File: src/rtl/sqe_pkg.sv
package sqe_pkg;
  typedef enum logic [1:0] {
    HB_IDLE  = 2'd0,
    HB_WAIT  = 2'd1,
    HB_BURST = 2'd2
  } hb_state_e;

  localparam int unsigned LED_COL = 0;
  localparam int unsigned LED_TX  = 1;
  localparam int unsigned LED_RX  = 2;
  localparam int unsigned LED_NUM = 3;

  // bits needed to hold values 0..n-1
  function automatic int unsigned cnt_w(input int unsigned n);
    return (n < 2) ? 1 : $clog2(n);
  endfunction
endpackage

File: src/rtl/sqe_gated_osc.sv
module sqe_gated_osc #(
  parameter int unsigned DIV  = 5,
  parameter int unsigned HIGH = 3
) (
  input  logic clk_i,
  input  logic rst_ni,
  input  logic en_i,
  output logic osc_o
);
  localparam int unsigned PW = sqe_pkg::cnt_w(DIV);
  localparam logic [PW-1:0] LAST = PW'(DIV - 1);
  localparam logic [PW-1:0] HI   = PW'(HIGH);

  logic [PW-1:0] ph_q;
  logic          osc_q;

  // phase restarts at 0 whenever disabled, so each burst opens high
  always_ff @(posedge clk_i or negedge rst_ni) begin
    if (!rst_ni) begin
      ph_q  <= '0;
      osc_q <= 1'b0;
    end else if (en_i) begin
      osc_q <= (ph_q < HI);
      ph_q  <= (ph_q == LAST) ? '0 : ph_q + 1'b1;
    end else begin
      ph_q  <= '0;
      osc_q <= 1'b0;
    end
  end

  assign osc_o = osc_q;
endmodule

File: src/rtl/sqe_heartbeat.sv
module sqe_heartbeat
  import sqe_pkg::*;
#(
  parameter int unsigned DLY = 55,
  parameter int unsigned LEN = 50
) (
  input  logic clk_i,
  input  logic rst_ni,
  input  logic tx_i,
  input  logic arm_i,
  output logic burst_o
);
  localparam int unsigned MAXC = (DLY > LEN) ? DLY : LEN;
  localparam int unsigned CW   = cnt_w(MAXC);
  localparam logic [CW-1:0] DLY_LAST = CW'(DLY - 1);
  localparam logic [CW-1:0] LEN_LAST = CW'(LEN - 1);

  hb_state_e     st_q;
  logic [CW-1:0] cnt_q;
  logic          tx_d_q;
  logic          tx_fall;

  assign tx_fall = tx_d_q & ~tx_i;

  always_ff @(posedge clk_i or negedge rst_ni) begin
    if (!rst_ni) begin
      st_q   <= HB_IDLE;
      cnt_q  <= '0;
      tx_d_q <= 1'b0;
    end else begin
      tx_d_q <= tx_i;
      unique case (st_q)
        HB_IDLE: begin
          if (tx_fall && arm_i) begin
            st_q  <= HB_WAIT;
            cnt_q <= '0;
          end
        end
        HB_WAIT: begin
          if (tx_i) begin
            st_q <= HB_IDLE;
          end else if (cnt_q == DLY_LAST) begin
            st_q  <= HB_BURST;
            cnt_q <= '0;
          end else begin
            cnt_q <= cnt_q + 1'b1;
          end
        end
        HB_BURST: begin
          if (tx_i || cnt_q == LEN_LAST) st_q <= HB_IDLE;
          else                           cnt_q <= cnt_q + 1'b1;
        end
        default: st_q <= HB_IDLE;
      endcase
    end
  end

  assign burst_o = (st_q == HB_BURST);
endmodule

File: src/rtl/sqe_led_stretch.sv
module sqe_led_stretch #(
  parameter int unsigned HOLD = 5_000_000
) (
  input  logic clk_i,
  input  logic rst_ni,
  input  logic ev_i,
  output logic led_no
);
  localparam int unsigned CW = sqe_pkg::cnt_w(HOLD + 1);
  localparam logic [CW-1:0] LOAD = CW'(HOLD);

  logic [CW-1:0] cnt_q;

  // every event reloads the full hold
  always_ff @(posedge clk_i or negedge rst_ni) begin
    if (!rst_ni)            cnt_q <= '0;
    else if (ev_i)          cnt_q <= LOAD;
    else if (cnt_q != '0)   cnt_q <= cnt_q - 1'b1;
  end

  assign led_no = (cnt_q == '0);
endmodule

File: src/rtl/sqe_coll_sig.sv
module sqe_coll_sig
  import sqe_pkg::*;
#(
  parameter int unsigned OSC_DIV  = 5,
  parameter int unsigned OSC_HIGH = 3,
  parameter int unsigned HB_DLY   = 55,
  parameter int unsigned HB_LEN   = 50,
  parameter int unsigned LED_HOLD = 5_000_000
) (
  input  logic clk_i,
  input  logic rst_ni,
  input  logic tx_act_i,
  input  logic rx_act_i,
  input  logic jab_i,
  input  logic sqe_en_i,
  output logic coll_o,
  output logic loop_rx_o,
  output logic led_coll_no,
  output logic led_tx_no,
  output logic led_rx_no
);
  logic tx_q, rx_q, jab_q, sqe_en_q;
  logic coll_act, hb_burst, osc_en;
  logic [LED_NUM-1:0] led_ev, led_n;

  always_ff @(posedge clk_i or negedge rst_ni) begin
    if (!rst_ni) begin
      tx_q     <= 1'b0;
      rx_q     <= 1'b0;
      jab_q    <= 1'b0;
      sqe_en_q <= 1'b0;
    end else begin
      tx_q     <= tx_act_i;
      rx_q     <= rx_act_i;
      jab_q    <= jab_i;
      sqe_en_q <= sqe_en_i;
    end
  end

  assign coll_act = tx_q & rx_q;
  assign osc_en   = coll_act | jab_q | hb_burst;

  sqe_heartbeat #(
    .DLY (HB_DLY),
    .LEN (HB_LEN)
  ) u_hb (
    .clk_i   (clk_i),
    .rst_ni  (rst_ni),
    .tx_i    (tx_q),
    .arm_i   (sqe_en_q),
    .burst_o (hb_burst)
  );

  sqe_gated_osc #(
    .DIV  (OSC_DIV),
    .HIGH (OSC_HIGH)
  ) u_osc (
    .clk_i  (clk_i),
    .rst_ni (rst_ni),
    .en_i   (osc_en),
    .osc_o  (coll_o)
  );

  assign led_ev[LED_COL] = coll_act | jab_q;
  assign led_ev[LED_TX]  = tx_q;
  assign led_ev[LED_RX]  = rx_q;

  for (genvar i = 0; i < LED_NUM; i++) begin : g_led
    sqe_led_stretch #(
      .HOLD (LED_HOLD)
    ) u_led (
      .clk_i  (clk_i),
      .rst_ni (rst_ni),
      .ev_i   (led_ev[i]),
      .led_no (led_n[i])
    );
  end

  assign loop_rx_o   = coll_act;
  assign led_coll_no = led_n[LED_COL];
  assign led_tx_no   = led_n[LED_TX];
  assign led_rx_no   = led_n[LED_RX];
endmodule

File: config.mk
export PLATFORM = sky130hd
export DESIGN_NAME = sqe_coll_sig
export DESIGN_NICKNAME = d
export VERILOG_FILES = /design/src/rtl/sqe_pkg.sv /design/src/rtl/sqe_gated_osc.sv /design/src/rtl/sqe_heartbeat.sv /design/src/rtl/sqe_led_stretch.sv /design/src/rtl/sqe_coll_sig.sv
export SDC_FILE = /design/constraint.sdc
export NUM_CORES = 1
export LEC_CHECK = 0
export ABC_AREA = 1
export BUFFER_PORTS_ARGS = -buffer_cell sky130_fd_sc_hd__buf_4
export CAP_MARGIN = 15
export CORE_MARGIN = 8
export CORE_UTILIZATION = 45
export CTS_BUF_LIST = sky130_fd_sc_hd__clkbuf_2
export CTS_CLUSTER_DIAMETER = 50
export DETAILED_ROUTE_END_ITERATION = 6
export GPL_TIMING_DRIVEN = 0
export PLACE_DENSITY_LB_ADDON = 0.05
export SLEW_MARGIN = 20
export SYNTH_ARGS = -nofsm -noshare
export SYNTH_HDL_FRONTEND = slang
export SYNTH_HIERARCHICAL = 1
export SYNTH_SLANG_ARGS = --single-unit
File: constraint.sdc
create_clock -name clk_i -period 1.6 [get_ports clk_i]
set_input_delay 0.24 -clock clk_i [delete_from_list [all_inputs] [get_ports clk_i]]
set_output_delay 0.24 -clock clk_i [all_outputs]
set_load 0.03 [all_outputs]
==> reports/qor_table.md, run 1 <==
| Stage | Item | Reported |
|:---|:---|:---|
| grt | Total overflow reported by the global router | 0 |
| critical path | Largest stage delay, worst path | 490 ps |
| cells and area | Top library cells by usage in the layout, fill and taps aside | sky130_fd_sc_hd__nand2_1, sky130_fd_sc_hd__nor2_1, sky130_fd_sc_hd__buf_4 |
| cells and area | Fill count | 1097 |
| cells and area | Net count, final | 895 |
| grt | Via count of the first global-routing pass | 4979 |
| floorplanning | I/O pin total | 11 |
| timing | Setup violations, final | 19 |
| pwr | Sequential Power Share | 46.9% |
| floorplanning | Placeable core region | 11810 sq um |
| pwr | Sw power | 1.986 mW |
| cts | Cell at the root of the clock tree | sky130_fd_sc_hd__clkbuf_2 |
| grt | Tot GR Track Use | 18.04% |
| timing | Minimum clock period after layout | 2012 ps |
| cells and area | Signed area change from the synthesized netlist to the final layout | 30.04% |
| detailed routing | Total via count after detailed routing | 5208 |
| logic synthesis | Netlist area before placement | 5353 sq um |
| pwr | Logic gate share of total power | 31.9% |
| detailed routing | First DRT Iteration DRCs | 284 |
| worst hold path | Type of the most critical hold path | input pin to asynchronous set/reset pin |
| timing | Worst clock skew | 35.76 ps |
| cts | CTS tree | done |
| critical path | List of cells traversed by the critical path | nor2_2, nand2_1, nor2_4, nand2_2, nor2_4, buf_6 |
| cells and area | Final design instance area without fill | 6960 sq um |
| timing | Count of pins over their slew limit | 0 |
| floorplanning | Site Rows | 40 |
| cts | Clk sinks | 86 |
| critical path | CP Data Required Time | 1360 ps |
| cells and area | Antenna diode instance count | 0 |
| timing | Unrepaired setup endpoints after global routing | true |
| grt | Maximum number of pins on one net before global-route repair | 87 |
| logic synthesis | Average cell area after synthesis | 7.185 sq um |
| run | Max capacitance violation total | 0 |
| detailed routing | Detailed-router iteration count before antenna repair | 6 |
| cts | Total clock buffers created by CTS | 9 |
| timing | Final period utilization | 125.7% |
| placed design | Routability congestion estimate from global placement | 0.8750 |
| detailed routing | DRC | 0 |
| floorplanning | Initial standard-cell utilization of the core | 45.32% |
| critical path | CP Max Fanout | 3 |
| critical path | Worst path slowest cell | sky130_fd_sc_hd__dfrtp_2 |
| run status | Result of the run | complete, but fails checks |
| detailed routing | Mean number of vias per cell | 5.066 |
| logic synthesis | Yosys Warn Count | 6 |
| pwr | Internal | 3.346 mW |
| floorplanning | Die span in y | 125.1 microns |
| logic synthesis | Portion of the post-synthesis area used by sequential elements | 40.21% |
| pwr | Switching share of power | 37.25% |
| cts | Clock insertion delay at the later pin of the skew report | 600 ps |
| placed design | Post-DP HPWL | 8831 microns |
| logic synthesis | Cell variety after synth | 31 |
| detailed routing | Detailed-route wire length | 14180 microns |
| floorplanning | Area of the die | 15640 sq um |
| grt | Antenna violations before repair | 0 |
| placed design | Placed inst area | 5668 sq um |
| floorplanning | Floorplan die width | 125.1 microns |
| placed design | Number of cells after detailed placement | 902 |
| detailed routing | Antenna viol nets, final | 0 |
| timing | Worst path setup slack after routing | -411.6 ps |
| logic synthesis | Yosys top cell by area | sky130_fd_sc_hd__dfrtp_1 |
| logic synthesis | Area contributors post-synth | sky130_fd_sc_hd__dfrtp_1, sky130_fd_sc_hd__nand2_1, sky130_fd_sc_hd__nor2_1 |
| pwr | Peak supply drop | 0.0006437 V |
| timing | Max transition margin | 47.34% |
| run status | Violated checks | negative setup slack |
| pwr | Power density over the cells | 766.0 nW/um^2 |
| critical path | CP Class | flip-flop to output pin |
| cts | # H-tree levels | 3 |
| cts | Number of buffers on the longest clock path | 2 |
| cts | Clock input transition at the sequential cells of the worst setup and hold paths | 250 ps |
| timing | Number of hold-slack violations in the final timing report | 0 |
| cells and area | Final non-filler cell total | 1028 |
| detailed routing | Average routed wire per standard cell | 13.80 microns |
| timing | Worst slew pin tran | 789.9 ps |
| pwr | Share of total power in the clock network | 21.2% |
| cells and area | Commonest non-fill, non-tap cell in the layout | sky130_fd_sc_hd__nand2_1 |
| logic synthesis | Number of flip-flops and latches in the synthesized netlist | 86 |
| logic synthesis | Post-Synthesis Net Count | 763 |
| logic synthesis | Area fraction of the dominant cell type after synthesis | 40.21% |
| timing | Worst hold margin | 214.9 ps |
| pwr | Pleak | 3.299 nW |
| logic synthesis | Synth Instances | 745 |
| critical path | Critical Path Source Type | flip-flop |
| critical path | Top cell by count, worst path | sky130_fd_sc_hd__nor2_4 |
| critical path | Critical Path End Type | output pin |
| cells and area | Share of cells above drive strength 1 | 32.12% |
| placed design | Total of buffers placed on input and output ports | 10 |
| timing | Timing-limited maximum frequency | 497.1 MHz |
| critical path | Critical Path AT | 1770 ps |
| grt | Wire length of the first global-routing pass | 23330 microns |
[layout make-up]
type                       instances  area, sq um  area share [%]
tap                              147        183.9           2.642
inverter                         101        395.4           5.680
clock buffer                      10        50.05          0.7190
sequential                        86         2161           31.04
buffer                            10        80.08           1.150
timing repair buffer             118        972.2           13.97
multi-input combinational        551         3067           44.06
clock inverter                     5        51.30          0.7370
[sequential cells by signal, indices dropped and copies added, names as in the netlist]
signal and cells:
g_led.u_led/cnt_q 69, u_hb/cnt_q 6, u_osc/ph_q 3, u_hb/st_q 2, jab_q 1, rx_q 1
sqe_en_q 1, tx_q 1, u_hb/tx_d_q 1, u_osc/osc_o 1
[cell usage after synthesis]
cell type	number
sky130_fd_sc_hd__inv_2	2
sky130_fd_sc_hd__or2_2	12
sky130_fd_sc_hd__o21ai_1	8
sky130_fd_sc_hd__xor2_1	3
sky130_fd_sc_hd__and2_1	3
sky130_fd_sc_hd__nand3b_1	6
sky130_fd_sc_hd__nand2_1	169
sky130_fd_sc_hd__nand3_1	83
sky130_fd_sc_hd__nor3_1	9
sky130_fd_sc_hd__nor3_2	3
sky130_fd_sc_hd__clkinv_1	3
sky130_fd_sc_hd__nor2_2	17
sky130_fd_sc_hd__buf_2	6
sky130_fd_sc_hd__a21o_1	3
sky130_fd_sc_hd__buf_6	3
sky130_fd_sc_hd__nand4_1	23
sky130_fd_sc_hd__a21oi_1	13
sky130_fd_sc_hd__nor2_1	140
sky130_fd_sc_hd__inv_1	96
sky130_fd_sc_hd__nand3_4	3
sky130_fd_sc_hd__buf_4	1
sky130_fd_sc_hd__ha_1	12
sky130_fd_sc_hd__nand2_2	11
sky130_fd_sc_hd__o21ai_2	6
sky130_fd_sc_hd__nor2_4	12
sky130_fd_sc_hd__xnor2_1	3
sky130_fd_sc_hd__o21ai_0	1
sky130_fd_sc_hd__dfrtp_1	86
sky130_fd_sc_hd__nand3_2	1
sky130_fd_sc_hd__o211ai_1	6
sky130_fd_sc_hd__nand2_4	1
[cell families after synthesis]
logic type,synth area share [%]
adder cells (fa/ha/maj),2.805
AND/OR/NAND/NOR,43.29
XOR/XNOR,0.9819
buffers and inverters,8.415
AO/OA/AOI/OAI,4.301
flip-flops,40.21
[worst paths after layout]
path | to | slack (ps) | startpoint | depth (start not counted)
min in group clk_i | tx_q | 290 | tx_act_i | 2
max in group asynchronous | tx_q | 770 | rst_ni | 2
max | led_rx_no | -410 | g_led[2].u_led/cnt_q[4] | 6
min reg2reg | u_osc/osc_o | 490 | u_osc/ph_q[1] | 1
min | g_led[2].u_led/cnt_q[6] | 210 | rst_ni | 2
max reg2reg | g_led[2].u_led/cnt_q[20] | -240 | g_led[2].u_led/cnt_q[18] | 15
[critical path, delay by kind of cell (launching register included)]
kind	cells	cell delay, ps
DFF	1	490
and+or+nand+nor	5	550
buffers and inverters	1	130
[timing repair]
item	in CTS	in global routing
cloned	0	4
pin swaps	29	21
hold endpoints to repair	90	0
setup buffers	78	26
setup endpoints to repair	40	59
gates resized for setup	54	57
hold buffers	5	0
[power groups by stage]
stage,Combinational [mW],Sequential [mW],Clock [mW]
3_5_place_dp,1.37,2.56,0
3_3_place_gp,1.33,2.55,0
2_1_floorplan,1.02,2.54,0
5_1_grt,1.92,2.52,1.24
4_1_cts,1.57,2.50,1.18
6_report,1.70,2.50,1.13
[layer usage]
| layer | global-route usage [%] | vias up | share of wire (%) |
|---|---|---|---|
| li1 | - | 2619 | - |
| met1 | 22.23 | 2455 | 45 |
| met2 | 30.74 | 99 | 49 |
| met3 | 2.847 | 35 | 3.6 |
| met4 | 7.593 | 0 | 2.6 |
| met5 | 0 | - | 0 |
[through the flow]
step | TNS [ps] | util, % | power (mW) | setup WS [ps]
2_1_floorplan | 0 | - | 3.557 | 31.51
3_3_place_gp | -1639 | 47.96 | 3.884 | -179.2
3_5_place_dp | -1841 | 47.99 | 3.930 | -186.9
4_1_cts | -1515 | 55.34 | 5.251 | -456.4
5_1_grt | -5277 | 58.93 | 5.681 | -517.3
6_report | -2017 | 58.93 | 5.332 | -411.6
Power figures use the tool's default switching activity.
==> run 2: changes to the inputs <==
ABC_AREA = unset   (was 1)
==> reports/qor_table.md, run 2 <==
| Stage | Item | Reported |
|:---|:---|:---|
| cells and area | Top Registers | g_led.u_led/cnt_q: 69 flops, u_hb/cnt_q: 6 flops, u_osc/ph_q: 3 flops |
| floorplanning | Area of the die | 13980 sq um |
| critical path | R2R depth | 9 |
| critical path | Critical Path End Type | output pin |
| timing | Unrepaired setup endpoints after global routing | true |
| timing | Final period utilization | 142.6% |
| cts | Cell at the root of the clock tree | sky130_fd_sc_hd__clkbuf_2 |
| critical path | CP Max Fanout | 3 |
| cells and area | Net count, final | 600 |
| timing | Summed negative setup slack over all endpoints | -23750 ps |
| timing | Count of pins over their slew limit | 0 |
| pwr | Power density over the cells | 825.0 nW/um^2 |
| logic synthesis | Post-Synthesis Net Count | 474 |
| detailed routing | Detailed-route wire length | 12550 microns |
| timing | Minimum clock period after layout | 2282 ps |
| logic synthesis | Yosys Warn Count | 6 |
| cells and area | Final non-filler cell total | 723 |
| placed design | Total of buffers placed on input and output ports | 10 |
| floorplanning | Placeable core region | 10230 sq um |
| cells and area | Register with the most flip-flops | g_led.u_led/cnt_q |
| logic synthesis | Average cell area after synthesis | 10.31 sq um |
| critical path | CP Data Required Time | 1360 ps |
| cts | Total clock buffers created by CTS | 9 |
| timing | Worst path setup slack after routing | -681.7 ps |
| logic synthesis | Synth Instances | 456 |
| detailed routing | Mean number of vias per cell | 5.654 |
| logic synthesis | Most frequent cells after synthesis | sky130_fd_sc_hd__dfrtp_1, sky130_fd_sc_hd__nor2_1, sky130_fd_sc_hd__nand2_1 |
| logic synthesis | Library cell with the highest instance count after synthesis | sky130_fd_sc_hd__dfrtp_1 |
| grt | Wire length of the first global-routing pass | 19910 microns |
| run status | Result of the run | complete, but fails checks |
| timing | Max transition margin | 46.10% |
| cells and area | Antenna diode instance count | 0 |
| pwr | PnR Total Power | 5.736 mW |
| timing | Timing-limited maximum frequency | 438.3 MHz |
| placed design | Routability congestion estimate from global placement | 0.7989 |
| cells and area | Top library cells by usage in the layout, fill and taps aside | sky130_fd_sc_hd__buf_4, sky130_fd_sc_hd__dfrtp_1, sky130_fd_sc_hd__buf_6, sky130_fd_sc_hd__nor2_1, sky130_fd_sc_hd__xor2_1 |
| critical path | Worst reg-to-reg setup slack | -580 ps |
| detailed routing | Detailed-router iteration count before antenna repair | 4 |
| critical path | CP Class | flip-flop to output pin |
| cts | Clock input transition at the sequential cells of the worst setup and hold paths | 240 ps |
| cells and area | Commonest non-fill, non-tap cell in the layout | sky130_fd_sc_hd__buf_4 |
| cts | Number of buffers on the longest clock path | 2 |
| run | Max capacitance violation total | 0 |
| cells and area | Fill count | 743 |
| logic synthesis | Area contributors post-synth | sky130_fd_sc_hd__dfrtp_1, sky130_fd_sc_hd__xor2_1, sky130_fd_sc_hd__ha_1 |
| placed design | Post-DP HPWL | 6581 microns |
| cells and area | Share of cells above drive strength 1 | 49.06% |
| timing | Number of hold-slack violations in the final timing report | 0 |
| cts | Clk sinks | 86 |
| detailed routing | First DRT Iteration DRCs | 190 |
| grt | Maximum number of pins on one net before global-route repair | 87 |
| floorplanning | Site Rows | 37 |
| cells and area | Signed area change from the synthesized netlist to the final layout | 47.87% |
| critical path | Critical Path Source Type | flip-flop |
| grt | Total overflow reported by the global router | 0 |
| logic synthesis | Yosys top cell by area | sky130_fd_sc_hd__dfrtp_1 |
| worst hold path | Type of the most critical hold path | input pin to asynchronous set/reset pin |
| timing | Worst slew pin tran | 808.5 ps |
| logic synthesis | Async S/R FF share, synth | 100.0% |
| logic synthesis | Number of flip-flops and latches in the synthesized netlist | 86 |
| grt | Tot GR Track Use | 17.06% |
| detailed routing | Antenna viol nets, final | 0 |
| grt | Antenna violations before repair | 0 |
| logic synthesis | Netlist area before placement | 4702 sq um |
| pwr | Pleak | 2.756 nW |
| timing | Worst clock skew | 19.35 ps |
| pwr | Peak supply drop | 0.0005168 V |
| cts | Clock insertion delay at the later pin of the skew report | 540 ps |
| logic synthesis | Count of flip-flops with a built-in enable after synthesis | 0 |
| cells and area | Number of flip-flops in the largest register | 69 |
| floorplanning | I/O pin total | 11 |
| cts | CTS tree | done |
| logic synthesis | Top_reg_cell synth | sky130_fd_sc_hd__dfrtp_1 |
| detailed routing | Average routed wire per standard cell | 17.36 microns |
| logic synthesis | Cell variety after synth | 59 |
| timing | Setup violations, final | 76 |
| critical path | Critical Path AT | 2040 ps |
| critical path | FF-to-FF Start | g_led[0].u_led/cnt_q[3] |
| detailed routing | DRC | 0 |
| floorplanning | Initial standard-cell utilization of the core | 45.96% |
| run status | Violated checks | negative setup slack |
| grt | Via count of the first global-routing pass | 4105 |
| logic synthesis | Portion of the post-synthesis area used by sequential elements | 45.77% |
| critical path | End of the worst register-to-register path | g_led[0].u_led/cnt_q[19] |
| floorplanning | Floorplan die width | 118.2 microns |
| detailed routing | Total via count after detailed routing | 4088 |
| placed design | Placement-stage worst setup slack | -521.0 ps |
| floorplanning | Die span in y | 118.2 microns |
| placed design | Number of cells after detailed placement | 602 |
| cts | # H-tree levels | 3 |
| logic synthesis | Area fraction of the dominant cell type after synthesis | 45.77% |
## run 2: cell count changes after synthesis, sizes merged, moves of 7 or more
| cell | change |
|---|---|
| nand4 | -20 |
| or3 | +9 |
| nand2 | -151 |
| inv | -79 |
| a21oi | +7 |
| nand3 | -81 |
| xor2 | +21 |
| or2 | -8 |
| or4 | +15 |
| nor2 | -123 |
| o31ai | +17 |
| nor4 | +15 |
## run 2: area by class of cell
| cell class | count | area, sq um | share of cell area, % |
|---|---|---|---|
| sequential | 86 | 2176 | 31.29 |
| inverter | 19 | 71.32 | 1.026 |
| timing repair buffer | 115 | 1065 | 15.31 |
| tap | 136 | 170.2 | 2.447 |
| multi-input combinational | 336 | 3184 | 45.80 |
| buffer | 15 | 152.6 | 2.195 |
| clock inverter | 7 | 88.84 | 1.278 |
| clock buffer | 9 | 45.04 | 0.6478 |
## run 2: where the power goes
part | internal (mW) | total, mW | switching [mW]
Sequential | 2.36 | 2.62 | 0.255
Combinational | 0.928 | 1.83 | 0.900
Clock | 0.504 | 1.29 | 0.786
## run 2: how the worst max path moves through the flow
stage,startpoint,to,slack (ps)
CTS,g_led[2].u_led/cnt_q[5],led_rx_no,-660
detailed placement,g_led[2].u_led/cnt_q[3],g_led[2].u_led/cnt_q[9],-520
global placement,g_led[1].u_led/cnt_q[12],g_led[1].u_led/cnt_q[9],-480
floorplan,g_led[0].u_led/cnt_q[1],g_led[0].u_led/cnt_q[9],-180
global route,g_led[2].u_led/cnt_q[0],led_rx_no,-840
finish,g_led[2].u_led/cnt_q[5],led_rx_no,-680
## run 2: critical path: stages (launching register included)
cell	delay [ps]
sky130_fd_sc_hd__dfrtp_1	470
sky130_fd_sc_hd__nor4_4	380
sky130_fd_sc_hd__nand4_1	210
sky130_fd_sc_hd__buf_6	180
sky130_fd_sc_hd__nor2_4	120
sky130_fd_sc_hd__buf_6	150
## run 2: cell families (layout without fill, tap and decap cells)
kind of cell	count (synthesis)	in the layout	share of synthesized area (%)
xor+xnor	30	30	5.588
fa+ha+maj	12	12	3.193
flops	86	86	45.77
mux	2	2	0.4524
compound gates	109	109	16.98
simple gates	183	183	24.75
buf+inv	34	165	3.273
## run 2: per-layer routing
| metal | vias to the layer above | wire length, microns | track usage [%] | part of all wire, % |
|---|---|---|---|---|
| li1 | 1952 | - | - | - |
| met1 | 2074 | 5596 | 21.11 | 45 |
| met5 | - | 0 | 0 | 0 |
| met4 | 0 | 189 | 6.405 | 1.5 |
| met3 | 15 | 323 | 3.332 | 2.6 |
| met2 | 47 | 6442 | 28.88 | 51 |
## run 2: stage by stage
step	utilization [%]	instance area (sq um)	hold slack, ps
final	67.96	6953	299.9
after CTS	61.42	6284	281.9
after floorplan	-	4835	-55.59
after global placement	49.65	5080	351.0
after global routing	67.96	6953	263.1
after detailed placement	49.65	5080	351.1
## run 2: timing repair
action,CTS,global route
resized for setup,122,88
endpoints found under the setup margin,79,80
setup buffers,69,34
hold endpoints to repair,90,0
pin swaps,36,60
hold buffers,5,0
gates cloned,0,4
==> run 3: changes to the inputs <==
clock period = 2.91 ns   (was 1.6 ns; I/O delays follow)
==> reports/qor_table.md, run 3 (synthesis gave the netlist of run 2 again) <==
| Stage | Item | Reported |
|:---|:---|:---|
| cells and area | Final non-filler cell total | 625 |
| cells and area | Antenna diode instance count | 0 |
| floorplanning | I/O pin total | 11 |
| grt | Wire length of the first global-routing pass | 16940 microns |
| critical path | Critical Path Source Type | flip-flop |
| timing | Worst clock skew | 23.93 ps |
| pwr | Sw power | 905.9 uW |
| timing | Max transition margin | 63.77% |
| critical path | Critical Path End Type | output pin |
| timing | Timing-limited maximum frequency | 366.7 MHz |
| timing | Worst hold margin | 341.1 ps |
| cells and area | Commonest non-fill, non-tap cell in the layout | sky130_fd_sc_hd__dfrtp_1 |
| cts | Clock input transition at the sequential cells of the worst setup and hold paths | 250 ps |
| critical path | CP Class | flip-flop to output pin |
| placed design | Total of buffers placed on input and output ports | 10 |
| worst hold path | Type of the most critical hold path | input pin to asynchronous set/reset pin |
| detailed routing | Max Used Layer | met4 |
| cts | # H-tree levels | 3 |
| pwr | Sequential Power Share | 53.0% |
| cells and area | Top Registers | g_led.u_led/cnt_q: 69 flops, u_hb/cnt_q: 6 flops, u_osc/ph_q: 3 flops |
| pwr | Peak supply drop | 0.0002599 V |
| cells and area | Utilization after layout | 50.74% |
| critical path | CP Max Fanout | 10 |
| cts | Cell at the root of the clock tree | sky130_fd_sc_hd__clkbuf_2 |
| timing | Setup violations, final | 0 |
| floorplanning | Site Rows | 37 |
| floorplanning | Initial standard-cell utilization of the core | 45.96% |
| cells and area | Top library cells by usage in the layout, fill and taps aside | sky130_fd_sc_hd__dfrtp_1, sky130_fd_sc_hd__nor2_1, sky130_fd_sc_hd__nand2_1 |
| cells and area | Number of flip-flops in the largest register | 69 |
| detailed routing | DRC | 0 |
| timing | Worst slew pin tran | 543.4 ps |
| placed design | Routability congestion estimate from global placement | 0.7916 |
| run | Max capacitance violation total | 0 |
| critical path | Start point of the critical path | g_led[2].u_led/cnt_q[0] |
| grt | Via count of the first global-routing pass | 3525 |
| cts | Total clock buffers created by CTS | 9 |
| grt | Tot GR Track Use | 14.49% |
| floorplanning | Floorplan die width | 118.2 microns |
| grt | Antenna violations before repair | 0 |
| cts | Number of buffers on the longest clock path | 2 |
| detailed routing | Detailed-route wire length | 9767 microns |
| cells and area | Fill count | 931 |
| pwr | Share of total power in the clock network | 23.3% |
| floorplanning | Area of the die | 13980 sq um |
| floorplanning | Placeable core region | 10230 sq um |
| cts | Clk sinks | 86 |
| detailed routing | Detailed-router iteration count before antenna repair | 4 |
| grt | Total overflow reported by the global router | 0 |
| placed design | Number of cells after detailed placement | 603 |
| critical path | Critical Path AT | 2290 ps |
| detailed routing | Average routed wire per standard cell | 15.63 microns |
| detailed routing | Total via count after detailed routing | 3572 |
| detailed routing | Met2 wirelength from detailed routing | 4614 microns |
| pwr | Logic gate share of total power | 23.7% |
| placed design | Post-DP HPWL | 6635 microns |
| detailed routing | First DRT Iteration DRCs | 160 |
| critical path | CP Data Required Time | 2470 ps |
| cts | Clock insertion delay at the later pin of the skew report | 530 ps |
| detailed routing | Met3 routed wirelength | 278 microns |
| cells and area | Share of cells above drive strength 1 | 17.18% |
| pwr | Internal | 1.784 mW |
| timing | Final period utilization | 93.72% |
| cells and area | Net count, final | 502 |
| cells and area | Signed area change from the synthesized netlist to the final layout | 10.40% |
| pwr | PnR Total Power | 2.690 mW |
| floorplanning | Die span in y | 118.2 microns |
| pwr | Power density over the cells | 518.1 nW/um^2 |
| detailed routing | Antenna viol nets, final | 0 |
| cells and area | Final design instance area without fill | 5191 sq um |
| cts | CTS tree | done |
| run status | Result of the run | complete, no violations |
| detailed routing | Mean number of vias per cell | 5.715 |
| critical path | FF-to-FF Start | g_led[1].u_led/cnt_q[9] |
| critical path | List of cells traversed by the critical path | inv_1, ha_1, nor3b_2, nand4_1, buf_2, nor2_2, buf_4 |
| critical path | Largest stage delay, worst path | 470 ps |
| placed design | Placement-stage worst setup slack | 688.7 ps |
| timing | Unrepaired setup endpoints after global routing | false |
| timing | Worst path setup slack after routing | 182.9 ps |
| placed design | Placed inst area | 4975 sq um |
| detailed routing | Post-route met1 wirelength | 4765 microns |
| grt | Maximum number of pins on one net before global-route repair | 56 |
| timing | Minimum clock period after layout | 2727 ps |
| timing | Number of hold-slack violations in the final timing report | 0 |
| pwr | Pleak | 1.997 nW |
| pwr | Switching share of power | 33.68% |
| cells and area | Register with the most flip-flops | g_led.u_led/cnt_q |
| critical path | Worst path slowest cell | sky130_fd_sc_hd__dfrtp_1 |
| timing | Count of pins over their slew limit | 0 |
| timing | Summed negative setup slack over all endpoints | 0 ps |
run 3: changes by cell type in the layout (fill, tap and decap cells not counted), moves of 10 or more:
cell	change
sky130_fd_sc_hd__buf_4	-63
sky130_fd_sc_hd__buf_6	-34
sky130_fd_sc_hd__dfrtp_1	+19
sky130_fd_sc_hd__dfrtp_2	-19
sky130_fd_sc_hd__nor4_4	-11
sky130_fd_sc_hd__o21ai_0	+11
sky130_fd_sc_hd__o31ai_1	+11
sky130_fd_sc_hd__nor4_2	+10
run 3: worst paths after layout:
kind	cells past startpoint	slack, ps	to
min in group clk_i	1	470	u_osc/osc_o
min	2	340	g_led[2].u_led/cnt_q[5]
max	7	180	led_rx_no
max reg2reg	6	740	g_led[1].u_led/cnt_q[9]
min reg2reg	1	470	u_osc/osc_o
max in group asynchronous	3	1930	g_led[0].u_led/cnt_q[19]
run 3: timing repair:
| action | 4_1_cts | 5_1_grt |
|---|---|---|
| buffers inserted | 0 | 1 |
| endpoints found under the hold margin | 35 | 0 |
| pin swaps | 0 | 0 |
| setup endpoints to repair | 1 | 3 |
| resized for setup | 1 | 7 |
| hold buffers | 5 | 0 |
run 3: area by class of cell:
cell class | count | area [sq um] | share of cell area [%]
Sequential cell | 86 | 2152 | 41.46
Timing Repair Buffer | 17 | 160.2 | 3.085
Clock inverter | 7 | 75.07 | 1.446
Inverter | 19 | 71.32 | 1.374
Multi-Input combinational cell | 336 | 2432 | 46.85
Tap cell | 136 | 170.2 | 3.278
Buffer | 15 | 85.08 | 1.639
Clock buffer | 9 | 45.04 | 0.8677
run 3: power by group through the flow:
stage | combinational (mW) | clock (mW) | sequential [mW]
floorplan | 0.474 | 0 | 1.42
global placement | 0.611 | 0 | 1.44
detailed placement | 0.624 | 0 | 1.44
CTS | 0.634 | 0.671 | 1.42
global route | 0.721 | 0.703 | 1.44
finish | 0.637 | 0.628 | 1.42
run 3: routing by layer:
metal  GRT usage [%]  vias to the layer above
li1                -                     1745
met1           19.16                     1767
met2           23.16                       52
met3           2.332                        8
met4           6.005                        0
met5               0                        -
run 3: worst max-delay path, delay by kind of cell (launching register included):
family	cells	cell delay, ps
flops	1	470
simple gates	3	520
buf+inv	3	550
fa+ha+maj	1	230
